File: src/rtl/rsd_pkg.sv
`timescale 1ns/1ps
package rsd_pkg;

    localparam int N_SLV       = 4;
    localparam int RGN_PER_SLV = 2;
    localparam int N_ENTRY     = 8;
    localparam int REMAP_W     = 3;
    localparam int SLV_W       = $clog2(N_SLV + 1);
    localparam int RGN_W       = $clog2(RGN_PER_SLV);
    localparam int SEC_BITS    = N_SLV * RGN_PER_SLV;
    localparam int SEC_IDX_W   = $clog2(SEC_BITS);
    localparam int ENT_IDX_W   = $clog2(N_ENTRY);
    localparam int TBL_AW      = 32;
    localparam int DROP_SLV    = 1;
    localparam logic [REMAP_W-1:0] DROP_MASK = 3'b101;

    typedef enum logic [2:0] {
        EN_NEVER,
        EN_ALWAYS,
        EN_BIT0,
        EN_BIT1,
        EN_BIT2
    } en_rule_e;

    typedef struct packed {
        logic [TBL_AW-1:0] base;
        logic [4:0]        span_log2;
        logic [SLV_W-1:0]  slv;
        logic [RGN_W-1:0]  rgn;
        en_rule_e          rule;
    } win_ent_t;

    typedef struct packed {
        logic             vld;
        logic [SLV_W-1:0] slv;
        logic [RGN_W-1:0] rgn;
        logic             err;
    } rsp_t;

    // Lower index wins when windows overlap.
    function automatic win_ent_t table_entry(input int idx);
        win_ent_t e;
        e = '{base: '0, span_log2: 5'd16, slv: '0, rgn: '0, rule: EN_NEVER};
        case (idx)
            0: e = '{base: 32'h0000_0000, span_log2: 5'd16, slv: 3'd3, rgn: 1'b1, rule: EN_BIT0};
            1: e = '{base: 32'h0000_0000, span_log2: 5'd16, slv: 3'd1, rgn: 1'b1, rule: EN_BIT1};
            2: e = '{base: 32'h0000_0000, span_log2: 5'd16, slv: 3'd0, rgn: 1'b0, rule: EN_ALWAYS};
            3: e = '{base: 32'h0001_0000, span_log2: 5'd16, slv: 3'd0, rgn: 1'b1, rule: EN_ALWAYS};
            4: e = '{base: 32'h0002_0000, span_log2: 5'd17, slv: 3'd1, rgn: 1'b0, rule: EN_ALWAYS};
            5: e = '{base: 32'h0004_0000, span_log2: 5'd18, slv: 3'd2, rgn: 1'b0, rule: EN_ALWAYS};
            6: e = '{base: 32'h0008_0000, span_log2: 5'd16, slv: 3'd3, rgn: 1'b0, rule: EN_BIT2};
            7: e = '{base: 32'h000C_0000, span_log2: 5'd18, slv: 3'd2, rgn: 1'b1, rule: EN_ALWAYS};
            default: e.rule = EN_NEVER;
        endcase
        return e;
    endfunction

    function automatic logic [SLV_W-1:0] entry_slave(input int idx);
        win_ent_t e;
        e = table_entry(idx);
        return e.slv;
    endfunction

    function automatic logic [RGN_W-1:0] entry_region(input int idx);
        win_ent_t e;
        e = table_entry(idx);
        return e.rgn;
    endfunction

endpackage

File: src/rtl/rsd_window_match.sv
`timescale 1ns/1ps
module rsd_window_match
    import rsd_pkg::*;
#(
    parameter int ADDR_W = 32
) (
    input  logic [ADDR_W-1:0]  addr,
    input  logic [REMAP_W-1:0] remap,
    output logic [N_ENTRY-1:0] hit
);

    logic slv_dropped;
    assign slv_dropped = ((remap & DROP_MASK) == DROP_MASK);

    for (genvar g = 0; g < N_ENTRY; g++) begin : g_win
        localparam win_ent_t E = table_entry(g);
        logic en_d;
        logic in_range;

        always_comb begin
            case (E.rule)
                EN_ALWAYS: en_d = 1'b1;
                EN_BIT0:   en_d = remap[0];
                EN_BIT1:   en_d = remap[1];
                EN_BIT2:   en_d = remap[2];
                default:   en_d = 1'b0;
            endcase
            if ((int'(E.slv) == DROP_SLV) && slv_dropped) begin
                en_d = 1'b0;
            end
        end

        assign in_range = ((addr >> E.span_log2) == (E.base[ADDR_W-1:0] >> E.span_log2));
        assign hit[g]   = en_d && in_range;
    end

endmodule

File: src/rtl/rsd_first_hit.sv
`timescale 1ns/1ps
module rsd_first_hit
    import rsd_pkg::*;
(
    input  logic [N_ENTRY-1:0]   hit,
    output logic                 found,
    output logic [ENT_IDX_W-1:0] idx
);

    always_comb begin
        found = 1'b0;
        idx   = '0;
        for (int i = N_ENTRY - 1; i >= 0; i--) begin
            if (hit[i]) begin
                found = 1'b1;
                idx   = ENT_IDX_W'(i);
            end
        end
    end

endmodule

File: src/rtl/rsd_sec_bank.sv
`timescale 1ns/1ps
module rsd_sec_bank
    import rsd_pkg::*;
#(
    parameter logic [SEC_BITS-1:0] INIT = '1
) (
    input  logic                 clk,
    input  logic                 rst_n,
    input  logic                 wr_en,
    input  logic [SEC_IDX_W-1:0] wr_sel,
    input  logic                 wr_val,
    output logic [SEC_BITS-1:0]  bits_q
);

    logic [SEC_BITS-1:0] bits_d;

    always_comb begin
        bits_d = bits_q;
        if (wr_en) begin
            bits_d[wr_sel] = wr_val;
        end
    end

    always_ff @(posedge clk or negedge rst_n) begin
        if (!rst_n) begin
            bits_q <= INIT;
        end else begin
            bits_q <= bits_d;
        end
    end


    write_lands_chk: assert property (@(posedge clk) disable iff (!rst_n)
        wr_en |=> bits_q[$past(wr_sel)] == $past(wr_val));

endmodule

File: src/rtl/remap_sec_decoder.sv
`timescale 1ns/1ps
module remap_sec_decoder
    import rsd_pkg::*;
#(
    parameter int ADDR_W       = 32,
    parameter int FORCE_SECURE = 0
) (
    input  logic                 clk,
    input  logic                 rst_n,
    input  logic                 req_valid,
    input  logic [ADDR_W-1:0]    req_addr,
    input  logic                 req_nonsec,
    input  logic [REMAP_W-1:0]   remap,
    input  logic                 sec_we,
    input  logic [SEC_IDX_W-1:0] sec_sel,
    input  logic                 sec_val,
    output logic                 rsp_valid,
    output logic [SLV_W-1:0]     rsp_slave,
    output logic [RGN_W-1:0]     rsp_region,
    output logic                 rsp_decerr
);

    localparam win_ent_t ALIAS0 = table_entry(0);

    logic [N_ENTRY-1:0]   hit;
    logic                 hit_any;
    logic [ENT_IDX_W-1:0] pick_idx;
    logic [SEC_BITS-1:0]  sec_q;
    logic                 ns_eff;
    logic [SLV_W-1:0]     win_slv;
    logic [RGN_W-1:0]     win_rgn;
    logic [SEC_IDX_W-1:0] sec_idx;
    logic                 refuse;
    rsp_t                 rsp_d;
    rsp_t                 rsp_q;

    if (FORCE_SECURE != 0) begin : g_forced
        assign ns_eff = 1'b0;
    end else begin : g_pass
        assign ns_eff = req_nonsec;
    end

    rsd_window_match #(.ADDR_W(ADDR_W)) u_match (
        .addr  (req_addr),
        .remap (remap),
        .hit   (hit)
    );

    rsd_first_hit u_pick (
        .hit   (hit),
        .found (hit_any),
        .idx   (pick_idx)
    );

    rsd_sec_bank u_sec (
        .clk    (clk),
        .rst_n  (rst_n),
        .wr_en  (sec_we),
        .wr_sel (sec_sel),
        .wr_val (sec_val),
        .bits_q (sec_q)
    );

    always_comb begin
        win_slv = entry_slave(int'(pick_idx));
        win_rgn = entry_region(int'(pick_idx));
        sec_idx = SEC_IDX_W'(int'(win_slv) * RGN_PER_SLV + int'(win_rgn));
        refuse  = !hit_any || (ns_eff && sec_q[sec_idx]);

        rsp_d     = rsp_q;
        rsp_d.vld = req_valid;
        if (req_valid) begin
            if (refuse) begin
                rsp_d.slv = SLV_W'(N_SLV);
                rsp_d.rgn = '0;
                rsp_d.err = 1'b1;
            end else begin
                rsp_d.slv = win_slv;
                rsp_d.rgn = win_rgn;
                rsp_d.err = 1'b0;
            end
        end
    end

    always_ff @(posedge clk or negedge rst_n) begin
        if (!rst_n) begin
            rsp_q <= '0;
        end else begin
            rsp_q <= rsp_d;
        end
    end

    assign rsp_valid  = rsp_q.vld;
    assign rsp_slave  = rsp_q.slv;
    assign rsp_region = rsp_q.rgn;
    assign rsp_decerr = rsp_q.err;


    rsp_follows_req_chk: assert property (@(posedge clk) disable iff (!rst_n)
        req_valid |=> rsp_valid);


    idle_quiet_chk: assert property (@(posedge clk) disable iff (!rst_n)
        !req_valid |=> !rsp_valid);


    result_hold_chk: assert property (@(posedge clk) disable iff (!rst_n)
        !req_valid |=> $stable(rsp_slave) && $stable(rsp_region) && $stable(rsp_decerr));


    default_route_chk: assert property (@(posedge clk) disable iff (!rst_n)
        rsp_valid && rsp_decerr |-> (int'(rsp_slave) == N_SLV) && (rsp_region == '0));


    slave_dropped_chk: assert property (@(posedge clk) disable iff (!rst_n)
        req_valid && ((remap & DROP_MASK) == DROP_MASK) |=> int'(rsp_slave) != DROP_SLV);


    bit0_wins_chk: assert property (@(posedge clk) disable iff (!rst_n)
        req_valid && remap[0] && ((req_addr >> ALIAS0.span_log2) == '0)
        |=> rsp_decerr || (rsp_slave == ALIAS0.slv));


    secure_pass_chk: assert property (@(posedge clk) disable iff (!rst_n)
        req_valid && !ns_eff && hit_any |=> !rsp_decerr);

endmodule

File: config.mk
export PLATFORM = sky130hd
export DESIGN_NAME = remap_sec_decoder
export DESIGN_NICKNAME = d
export VERILOG_FILES = /design/src/rtl/rsd_pkg.sv /design/src/rtl/rsd_window_match.sv /design/src/rtl/rsd_first_hit.sv /design/src/rtl/rsd_sec_bank.sv /design/src/rtl/remap_sec_decoder.sv
export SDC_FILE = /design/constraint.sdc
export NUM_CORES = 1
export LEC_CHECK = 0
export ABC_AREA = 1
export BUFFER_PORTS_ARGS = -buffer_cell sky130_fd_sc_hd__buf_4
export CAP_MARGIN = 20
export CORE_MARGIN = 3
export CORE_UTILIZATION = 46
export CTS_CLUSTER_SIZE = 28
export DETAILED_ROUTE_END_ITERATION = 12
export PLACE_DENSITY_LB_ADDON = 0.05
export SLEW_MARGIN = 20
export SYNTH_ARGS = -nofsm -noshare
export SYNTH_HDL_FRONTEND = slang
export SYNTH_SLANG_ARGS = --single-unit
File: constraint.sdc
create_clock -name clk -period 1.65 [get_ports clk]
set_clock_uncertainty 0.15 [all_clocks]
set_input_delay 0.33 -clock clk [delete_from_list [all_inputs] [get_ports clk]]
set_output_delay 0.33 -clock clk [all_outputs]
set_load 0.05 [all_outputs]
# Yosys cells after proc, flatten, opt, wreduce, memory -nomap -nowiden
# Memories as Yosys holds them, arrays and structs flattened.
# Cells that the tools add are included.
word_totals:
  input_bits: 44
  memories: 2
  reg_bits: 14
  romBits: 192
  out_inout_bits: 6
  word_cells: 50
op_classes:
  mux: 24
  eq_ne: 6
  n_addsub: 1
  n_reduce_logical: 9
  n_lt_le_gt_ge: 3
mem_list:
  columns: ["name", "words", "word_bits", "read_ports", "rd_clocked_by_memory_dff", "write_ports", "line_no", "rtl"]
  rows:
  - ["(no name shown)", 8, 12, 1, 0, 0, "rsd_pkg.sv:44", "case (idx)"]
  - ["(no name shown)", 8, 12, 1, 0, 0, "rsd_pkg.sv:44", null]
ops:
  columns: ["cell", "n"]
  rows:
  - ["logical NOT 32 bit", 1]
  - ["two-way mux 3 bit", 8]
  - ["equality test 16 x 1 -> 1 bit (second input constant)", 1]
  - ["equality test 16 x 4 -> 1 bit (second input constant)", 1]
  - ["equality test 15 x 1 -> 1 bit (second input constant)", 1]
  - ["equality test 14 x 1 -> 1 bit (second input constant)", 1]
  - ["equality test 14 x 2 -> 1 bit (second input constant)", 1]
  - ["two-way mux 1 bit", 12]
  - ["bitwise mux 8 bit", 1]
  - ["less-than comparator 3 x 4 -> 1 bit (second input constant)", 2]
  - ["logical AND 1 bit", 6]
  - ["two-way mux 5 bit", 1]
  - ["adder 3 x 1 -> 3 bit", 1]
  - ["binary-select mux 1 bit (select 3 bit)", 1]
  - ["demux 1 bit (select 3 bit)", 1]
  - ["greater-or-equal comparator 3 x 1 -> 1 bit (second input constant)", 1]
  - ["equality test 2 bit (second input constant)", 1]
  - ["logical NOT 1 bit", 1]
  - ["logical OR 1 bit", 1]

# Depth between registers and ports, before layout
# Gate-level depths: netlist of the first run.
# An unclocked memory read counts as a cell.
logic_depth:
  word_depth: 16
  mapped_depth: 15
  depth_no_buf: 15

# Cells and area by module
# From an unflattened synthesis of the first run, not the netlist that was laid out.
hier_totals:
  hier_cells: 172
  hier_area_um2: 1136.1
by_module_without_submodules:
  columns: ["mod", "cells_per_inst", "n_inst", "area_each_um2", "seq_area_each_um2"]
  rows:
  - ["rsd_sec_bank", 51, 1, 396.6, 210.2]
  - ["remap_sec_decoder", 55, 1, 385.4, 125.1]
  - ["rsd_window_match", 44, 1, 255.2, 0.0]
  - ["rsd_first_hit", 22, 1, 98.8, 0.0]

# Worst setup path after synthesis of the first run
# Ideal clock, no wire load.
synth_timing:
  path_kind: "input to register"
  startpoint: "in req_addr[29]"
  endpoint: "reg rsp_q, in the netlist rsp_region"
  path_buffers: 0
  setup_time_ns: 0.122
  stages: 14
  arrival_ns: 1.520
  path_slack_ns: -0.141
  required_ns: 1.378
  path_cell_list: "nor2_1 -> nand2_1 -> nor2_4 -> nand3_2 -> nand2_1 -> nand2_1 -> nand3_2 -> nand2_2 -> nand2_1 -> nand3_1 -> nand3_1 -> nand3_1 -> nand2_2 -> a21oi_1"
synth_between:
  elab_chain_cells: 16
  word_cells_on_any_way: 35
  cone_classes: "add/sub: 1; eq/ne: 5; mux: 19; reduce/logical: 8; memory: 2"
synth_lines:
  columns: ["item", "line_no", "rtl"]
  rows:
  - ["start, declared", "remap_sec_decoder.sv:11", "input logic [ADDR_W-1:0] req_addr,"]
  - ["equality test 14 x 2 -> 1 bit or equality test 16 x 4 -> 1 bit (tied branches)", "rsd_window_match.sv:33", "assign in_range = ((addr >> E.span_log2) == (E.base[ADDR_W-1:0] >> E.span_log2));"]
  - ["two-way mux 3 bit or logical AND 1 bit (tied branches)", "rsd_first_hit.sv:14, rsd_window_match.sv:34", null]
  - ["two-way mux 3 bit (7 in a row)", "rsd_first_hit.sv:14", "if (hit[i]) begin"]
  - ["memory (8 x 12 bit)", null, null]
  - ["adder 3 x 1 -> 3 bit", "remap_sec_decoder.sv:67", "sec_idx = SEC_IDX_W'(int'(win_slv) * RGN_PER_SLV + int'(win_rgn));"]
  - ["binary-select mux 1 bit (select 3 bit)", "remap_sec_decoder.sv:68", "refuse = !hit_any || (ns_eff && sec_q[sec_idx]);"]
  - ["two-way mux 1 bit (not written as such)", "remap_sec_decoder.sv:68", null]
  - ["logical AND 1 bit", "remap_sec_decoder.sv:68", null]
  - ["logical OR 1 bit", "remap_sec_decoder.sv:68", null]
  - ["two-way mux 5 bit *", "remap_sec_decoder.sv:73", "if (refuse) begin"]
  - ["end signal, assigned", "remap_sec_decoder.sv:89", "rsp_q <= rsp_d;"]
  - ["end, declared", "remap_sec_decoder.sv:35", "rsp_t rsp_q;"]
# Every way passes the cells marked *; elsewhere a longest branch is shown, timed or not. The select of a mux whose other input is x is not followed.
# A chain may end at the register's enable or synchronous reset.

# Worst setup path in the final report of the first run
layout_timing:
  startpoint: "in req_addr[26]"
  endpoint: "reg rsp_q, in the netlist rsp_decerr"
layout_between:
  elab_chain_cells: 16
  word_cells_on_any_way: 35
  cone_classes: "add/sub: 1; eq/ne: 5; mux: 19; reduce/logical: 8; memory: 2"
layout_lines:
  columns: ["item", "line_no"]
  rows:
  - ["equality test 14 x 2 -> 1 bit or equality test 16 x 4 -> 1 bit (tied branches)", "rsd_window_match.sv:33"]
  - ["two-way mux 3 bit or logical AND 1 bit (tied branches)", "rsd_first_hit.sv:14, rsd_window_match.sv:34"]
  - ["two-way mux 3 bit (7 in a row)", "rsd_first_hit.sv:14"]
  - ["memory (8 x 12 bit)", null]
  - ["adder 3 x 1 -> 3 bit", "remap_sec_decoder.sv:67"]
  - ["binary-select mux 1 bit (select 3 bit)", "remap_sec_decoder.sv:68"]
  - ["two-way mux 1 bit (not written as such)", "remap_sec_decoder.sv:68"]
  - ["logical AND 1 bit", "remap_sec_decoder.sv:68"]
  - ["logical OR 1 bit *", "remap_sec_decoder.sv:68"]
  - ["two-way mux 5 bit *", "remap_sec_decoder.sv:73"]
# Marked as above.

==> flow_metrics.py, run 1 <==
metrics = {
    "outcome": {
        "outcome": "complete, but fails checks",
        "failed_checks": "setup timing",
    },
    "setup_path": {
        "cp.arrival_ns": 1.86,
        "critPathRequiredTime_ns": 1.67,
        "crit_family": "simple AND/OR/NAND/NOR gates",
        "worst_path_most_repeated_cell": "nand2_1",
        "reg2reg_slack_ns": 0.29,
        "reg2reg_to": "rsp_decerr",
        "ff2ff_path_depth": 8,
        "path_buf_inv": 1,
        "path_cells": "buf_8, nor2_4, nand2_2, nor2_4, nand3_4, nor2_2, nand2_1, nand3_1, nand2_2, a21oi_2, nand3_2, nand3_2, nand2_4, nand2_1, nand2_1",
        "path_max_fanout": 5,
        "critPathKind": "primary input to flop",
        "max_stage_delay_ns": 0.19,
        "r2r-start": "u_sec.bits_q[3]",
        "crit_slowest_cell": "nor2_4",
        "crit_path_end_kind": "flop",
        "cp-start-kind": "primary input",
    },
    "clocking": {
        "cts_made_buffers": 3,
        "cts_sinks": 13,
        "clock_latency_ns": 0.28,
        "cts_tree": "yes",
        "htree_levels": 1,
        "clock_path_buffers": 2,
        "clk_pin_slew_ns": 0.08,
        "root_buffer": "clkbuf_4",
    },
    "drt": {
        "wl_per_cell_um": 12.6,
        "vias_per_cell": 5.19,
        "dr.pass1.iters": 4,
        "drc": 0,
        "drtIter0Drc": 37,
        "routed_wl_mm": 3.11,
        "vias": 1282,
        "drtAntennaViolNets": 0,
    },
    "placement": {
        "gp_congestion": 0.915,
        "dpl_worst_slack_ns": -0.450,
        "place_inst": 239,
        "port_buffers": 33,
        "hpwlAfterDp_mm": 2.16,
    },
    "die": {
        "initial_utilization_pct": 51.0,
        "die_area_um2": 2870,
        "rows": 16,
        "ioPinCount": 50,
        "dieWidth_um": 53.6,
        "core_area_um2": 2040,
        "fp.dieH_um": 53.6,
    },
    "yosys": {
        "yosysTopAreaCellShare_pct": 20.2,
        "ys_types": 23,
        "avgSynthCellArea_um2": 6.35,
        "netlist_top_cells_area": "dfstp_2, nand2_1, dfrtp_1",
        "yosysWarnings": 0,
        "ys_ff_latch": 13,
        "syn_area_um2": 1040,
        "synth_nets": 208,
        "synth_seq_area_share_pct": 32.2,
        "netlist.top_cell.by_area": "dfstp_2",
        "syn_inst": 164,
    },
    "min_path": {
        "hold_path_startpoint": "req_valid",
        "hold_end": "rsp_valid",
        "hold_path_depth": 1,
        "hp-class": "primary input to flop",
    },
    "timing": {
        "finalSetupTns_ns": -0.704,
        "drv_slew": 0,
        "rsz0062_at_grt": "yes",
        "finalSetupViolCount": 4,
        "post-route-period-util_pct": 111,
        "slew_headroom_pct": 77.0,
        "tightest_slew_ns": 0.345,
        "final-hold-violation-count": 0,
        "setup_ws_ns": -0.188,
        "final.min_clock_period_ns": 1.84,
        "timing.fmax_mhz": 544,
    },
    "pwr": {
        "irDropWorstVdd_v": 0.000609,
        "p_leak_nw": 0.846,
        "power-per-cell-area_nw_per_um2": 546,
    },
    "finish": {
        "final_util_pct": 83.8,
        "areaGrowthSynthToFinish_pct": 64.4,
        "antenna_cells": 0,
        "final_common_cell": "buf_4",
        "mostFrequentLayoutCells": "buf_4, inv_1, nand2_1",
        "fillers": 136,
        "nets": 265,
        "fin_cells": 247,
        "layout-drive-gt1-share_pct": 51.8,
    },
    "global_route": {
        "grt.overflow.total": 0,
        "grt_pass1_vias": 1155,
        "grt.total_usage_pct": 22.3,
        "grt_max_degree": 14,
        "antenna_found_initial": 0,
        "grt_pass1_wl_mm": 4.70,
    },
    "run": {
        "maxCapViolCount": 0,
    },
}
[flip-flops by register name, summed over array words and instances, names as in the netlist]
signal	count
u_sec.bits_q	8
rsp_slave	2
rsp_decerr	1
rsp_region	1
rsp_valid	1
[metal layers]
layer  wire length (um)  up-vias  track usage (%)
met1               1400      581             29.4
met5                  0        -                0
li1                   -      651                -
met2               1510       44             38.2
met3                179        6             4.99
met4                 24        0             2.55
[Yosys cell counts]
master / count
o211ai_1: 2
or2_1: 1
nor2_4: 1
nor4_1: 2
o21ai_2: 2
a21oi_1: 10
nand3b_1: 1
o21ai_1: 2
a31oi_1: 6
nor3_1: 5
inv_2: 1
dfrtp_1: 5
nand3_1: 18
nor2_2: 3
nand3_2: 3
inv_1: 26
nand2_1: 37
nor2_1: 22
o21ai_0: 5
dfstp_2: 8
nand4_1: 1
nand2_2: 2
buf_4: 1
[power breakdown]
group | internal, mW | total, mW | leakage [nW] | switching, mW
sequential | 0.395 | 0.421 | 0.145 | 0.0261
combinational | 0.134 | 0.314 | 0.683 | 0.180
clock | 0.0900 | 0.199 | 0.0177 | 0.109
total | 0.620 | 0.934 | 0.846 | 0.315
[kinds of logic after synthesis]
| kind of cell | after synthesis | share of synthesized area [%] |
|---|---|---|
| buf+inv | 28 | 10.5 |
| flops | 13 | 32.2 |
| compound gates | 27 | 14.9 |
| simple gates | 96 | 42.4 |
[per-stage QoR]
step           hold slack (ns)  power (mW)  instance area, um^2
4_1_cts                 0.0481       0.911                 1560
3_3_place_gp            0.0274       0.697                 1480
6_report                0.0758       0.934                 1710
3_5_place_dp            0.0313       0.706                 1480
2_1_floorplan           -0.116       0.576                 1090
5_1_grt                 0.0675       0.990                 1710
[worst max-delay path by stage]
| stage | start | endpoint | slack, ns | cells past startpoint |
|---|---|---|---|---|
| after floorplan | req_addr[27] | rsp_region | -0.13 | 14 |
| after global placement | req_addr[23] | rsp_decerr | -0.40 | 15 |
| after detailed placement | req_addr[27] | rsp_decerr | -0.45 | 15 |
| after CTS | req_addr[31] | rsp_decerr | -0.11 | 15 |
| after global routing | req_addr[21] | rsp_decerr | -0.29 | 14 |
| final | req_addr[26] | rsp_decerr | -0.19 | 15 |
[area by class of cell]
class	count	area [um^2]	share of cell area [%]
clock buffer	3	22.5	1.32
inverter	27	101	5.92
clock inverter	1	5.00	0.292
multi-input combinational	123	795	46.4
tap	27	33.8	1.97
sequential	13	335	19.6
timing repair buffer	53	419	24.5
[worst reg2reg max path, delay by kind of cell (launching register included)]
kind                   cells  cell delay, ns
AND/OR/NAND/NOR            7            0.59
buffers and inverters      1            0.04
flip-flops                 1            0.54
[repair_timing]
item | 4_1_cts | 5_1_grt
buffers inserted | 1 | 2
gates cloned | 0 | 0
hold buffers | 1 | 0
pin swaps | 7 | 22
hold endpoints to repair | 13 | 0
endpoints found under the setup margin | 4 | 4
resized for setup | 8 | 36
No activity file was read; power rests on OpenSTA's default activity.
==> run 2: changes to the inputs <==
--- a/config.mk
+++ b/config.mk
@@ -8,8 +8,12 @@
 export ABC_AREA = 1
 export BUFFER_PORTS_ARGS = -buffer_cell sky130_fd_sc_hd__buf_4
 export CAP_MARGIN = 20
+export CELL_PAD_IN_SITES_DETAIL_PLACEMENT = 0
+export CELL_PAD_IN_SITES_GLOBAL_PLACEMENT = 2
+export CORE_ASPECT_RATIO = 1.75
 export CORE_MARGIN = 3
-export CORE_UTILIZATION = 46
+export CORE_UTILIZATION = 22
+export CTS_BUF_LIST = sky130_fd_sc_hd__clkbuf_16
 export CTS_CLUSTER_SIZE = 28
 export DETAILED_ROUTE_END_ITERATION = 12
 export PLACE_DENSITY_LB_ADDON = 0.05
==> run 2 against run 1 <==
Against the previous run: the flow still finishes with violations (setup timing); clock-buffer cell count stayed put; utilization fell by 44 points; cell count up 11%; sequential power hardly changed; hold slack better by 0.033 ns; largest cell class unchanged; largest power group is now the clock network.
==> flow_metrics.py, run 2 (synthesis results as in run 1) <==
metrics = {
    "die": {
        "fp.dieH_um": 97.0,
        "die_area_um2": 5630,
        "initial_utilization_pct": 23.2,
        "rows": 32,
        "ioPinCount": 50,
        "dieWidth_um": 58,
        "core_area_um2": 4480,
    },
    "global_route": {
        "grt.overflow.total": 0,
        "grt.total_usage_pct": 11.9,
        "grt_pass1_wl_mm": 5.35,
        "grt_pass1_vias": 1282,
        "antenna_found_initial": 0,
        "grt_max_degree": 14,
    },
    "setup_path": {
        "crit_start": "req_addr[27]",
        "reg2reg_to": "rsp_slave[0]",
        "reg2reg_slack_ns": 0.28,
        "cp-start-kind": "primary input",
        "path_max_fanout": 5,
        "critPathKind": "primary input to flop",
        "ff2ff_path_depth": 7,
        "crit_path_end_kind": "flop",
        "cp.arrival_ns": 1.86,
        "r2r-start": "u_sec.bits_q[3]",
        "critPathRequiredTime_ns": 1.62,
        "endpoint": "rsp_slave[0]",
    },
    "timing": {
        "finalSetupViolCount": 4,
        "drv_slew": 0,
        "tightest_slew_ns": 0.367,
        "final-hold-violation-count": 0,
        "holdWs_ns": 0.109,
        "rsz0062_at_grt": "yes",
        "setup_ws_ns": -0.236,
        "final.min_clock_period_ns": 1.89,
        "post-route-period-util_pct": 114,
        "slew_headroom_pct": 75.4,
        "timing.fmax_mhz": 530,
    },
    "clocking": {
        "root_buffer": "clkbuf_16",
        "cts_tree": "yes",
        "clock_latency_ns": 0.24,
        "clk_pin_slew_ns": 0.04,
        "clock_path_buffers": 2,
        "cts_sinks": 13,
        "cts_made_buffers": 3,
        "htree_levels": 1,
    },
    "finish": {
        "largest_register": "u_sec.bits_q",
        "multiInputGateArea_um2": 751,
        "register_area_um2": 335,
        "largest_reg_flops": 8,
        "final_area_um2": 1780,
        "mostFrequentLayoutCells": "buf_4, nand2_1, inv_1",
        "fillers": 504,
        "areaGrowthSynthToFinish_pct": 70.6,
        "nets": 268,
        "layout-drive-gt1-share_pct": 47.1,
        "antenna_cells": 0,
        "final_util_pct": 39.6,
        "final_common_cell": "buf_4",
    },
    "placement": {
        "hpwlAfterDp_mm": 2.70,
        "dpl_worst_slack_ns": -0.508,
        "gp_congestion": 0.745,
        "place_area_um2": 1540,
        "port_buffers": 33,
    },
    "pwr": {
        "p_int_uw": 853,
        "power-per-cell-area_nw_per_um2": 664,
        "swShare_pct": 27.7,
        "design_power_total_mw": 1.18,
        "p_leak_nw": 0.866,
        "pwr-share-comb_pct": 25.9,
        "irDropWorstVdd_v": 0.000606,
        "power_frac_seq_pct": 35.6,
        "clock_power_share_pct": 38.5,
        "p_switching_uw": 327,
    },
    "drt": {
        "vias": 1267,
        "dr.pass1.iters": 4,
        "drtIter0Drc": 21,
        "drtAntennaViolNets": 0,
        "vias_per_cell": 4.62,
        "drc": 0,
        "wl_per_cell_um": 11.6,
        "routed_wl_mm": 3.19,
    },
    "min_path": {
        "hp-class": "primary input to flop",
    },
    "outcome": {
        "failed_checks": "setup timing",
        "outcome": "complete, but fails checks",
    },
    "run": {
        "maxCapViolCount": 0,
    },
}
## run 2: cell count changes in the layout (fill, tap and decap cells not counted), sizes merged
cell and delta:
buf +3, clkinv -1, inv +1
## run 2: routing by layer
layer  track usage, %  vias to the layer above  part of all wire (%)
met5                0                        -                     0
met4             4.46                        0                   1.6
met3             1.87                        5                   3.2
met2             24.7                       21                    60
met1             10.4                      584                    35
li1                 -                      657                     -
## run 2: repair_timing
action / 4_1_cts / 5_1_grt
gates resized for setup: 21 / 11
hold buffers: 1 / 0
buffers inserted: 1 / 1
endpoints found under the setup margin: 4 / 4
pin swaps: 8 / 5
hold endpoints to repair: 13 / 0
## run 2: worst min-delay path by stage
stage,startpoint,end,cells after the start
global route,req_valid,rsp_valid,1
detailed placement,rst_n,rsp_region,1
finish,req_valid,rsp_valid,1
global placement,rst_n,rsp_region,1
CTS,req_valid,rsp_valid,1
floorplan,rst_n,rsp_decerr,0
## run 2: power by group through the flow
stage / Clock, mW / Combinational (mW) / Sequential, mW
floorplan: 0 / 0.132 / 0.445
global placement: 0 / 0.290 / 0.423
detailed placement: 0 / 0.293 / 0.424
CTS: 0.461 / 0.305 / 0.420
global route: 0.474 / 0.338 / 0.425
finish: 0.454 / 0.305 / 0.420
## run 2: worst max-delay path: stages
cell and delay (ns):
buf_6 0.10, nor2_4 0.11, nand2_2 0.07, nor2_4 0.20
o211ai_1 0.20, nand2_2 0.16, nor2_1 0.06, nor2_1 0.14
nand3_1 0.11, nand3_1 0.08, nand3_1 0.09, nand2_2 0.13
a21oi_1 0.07
## run 2: through the flow
step / instances / TNS (ns)
after floorplan: 164 / -0.500
after global placement: 267 / -1.99
after detailed placement: 267 / -1.99
after CTS: 273 / -0.945
after global routing: 274 / -1.52
final: 274 / -0.909
## run 2: cell type report
cell class | count | share of cell area, %
Clock inverter | 1 | 0.211
Clock buffer | 3 | 4.23
Timing Repair Buffer | 56 | 25.1
Sequential cell | 13 | 18.9
Multi-Input combinational cell | 123 | 42.3
Inverter | 27 | 5.71
Tap cell | 51 | 3.59
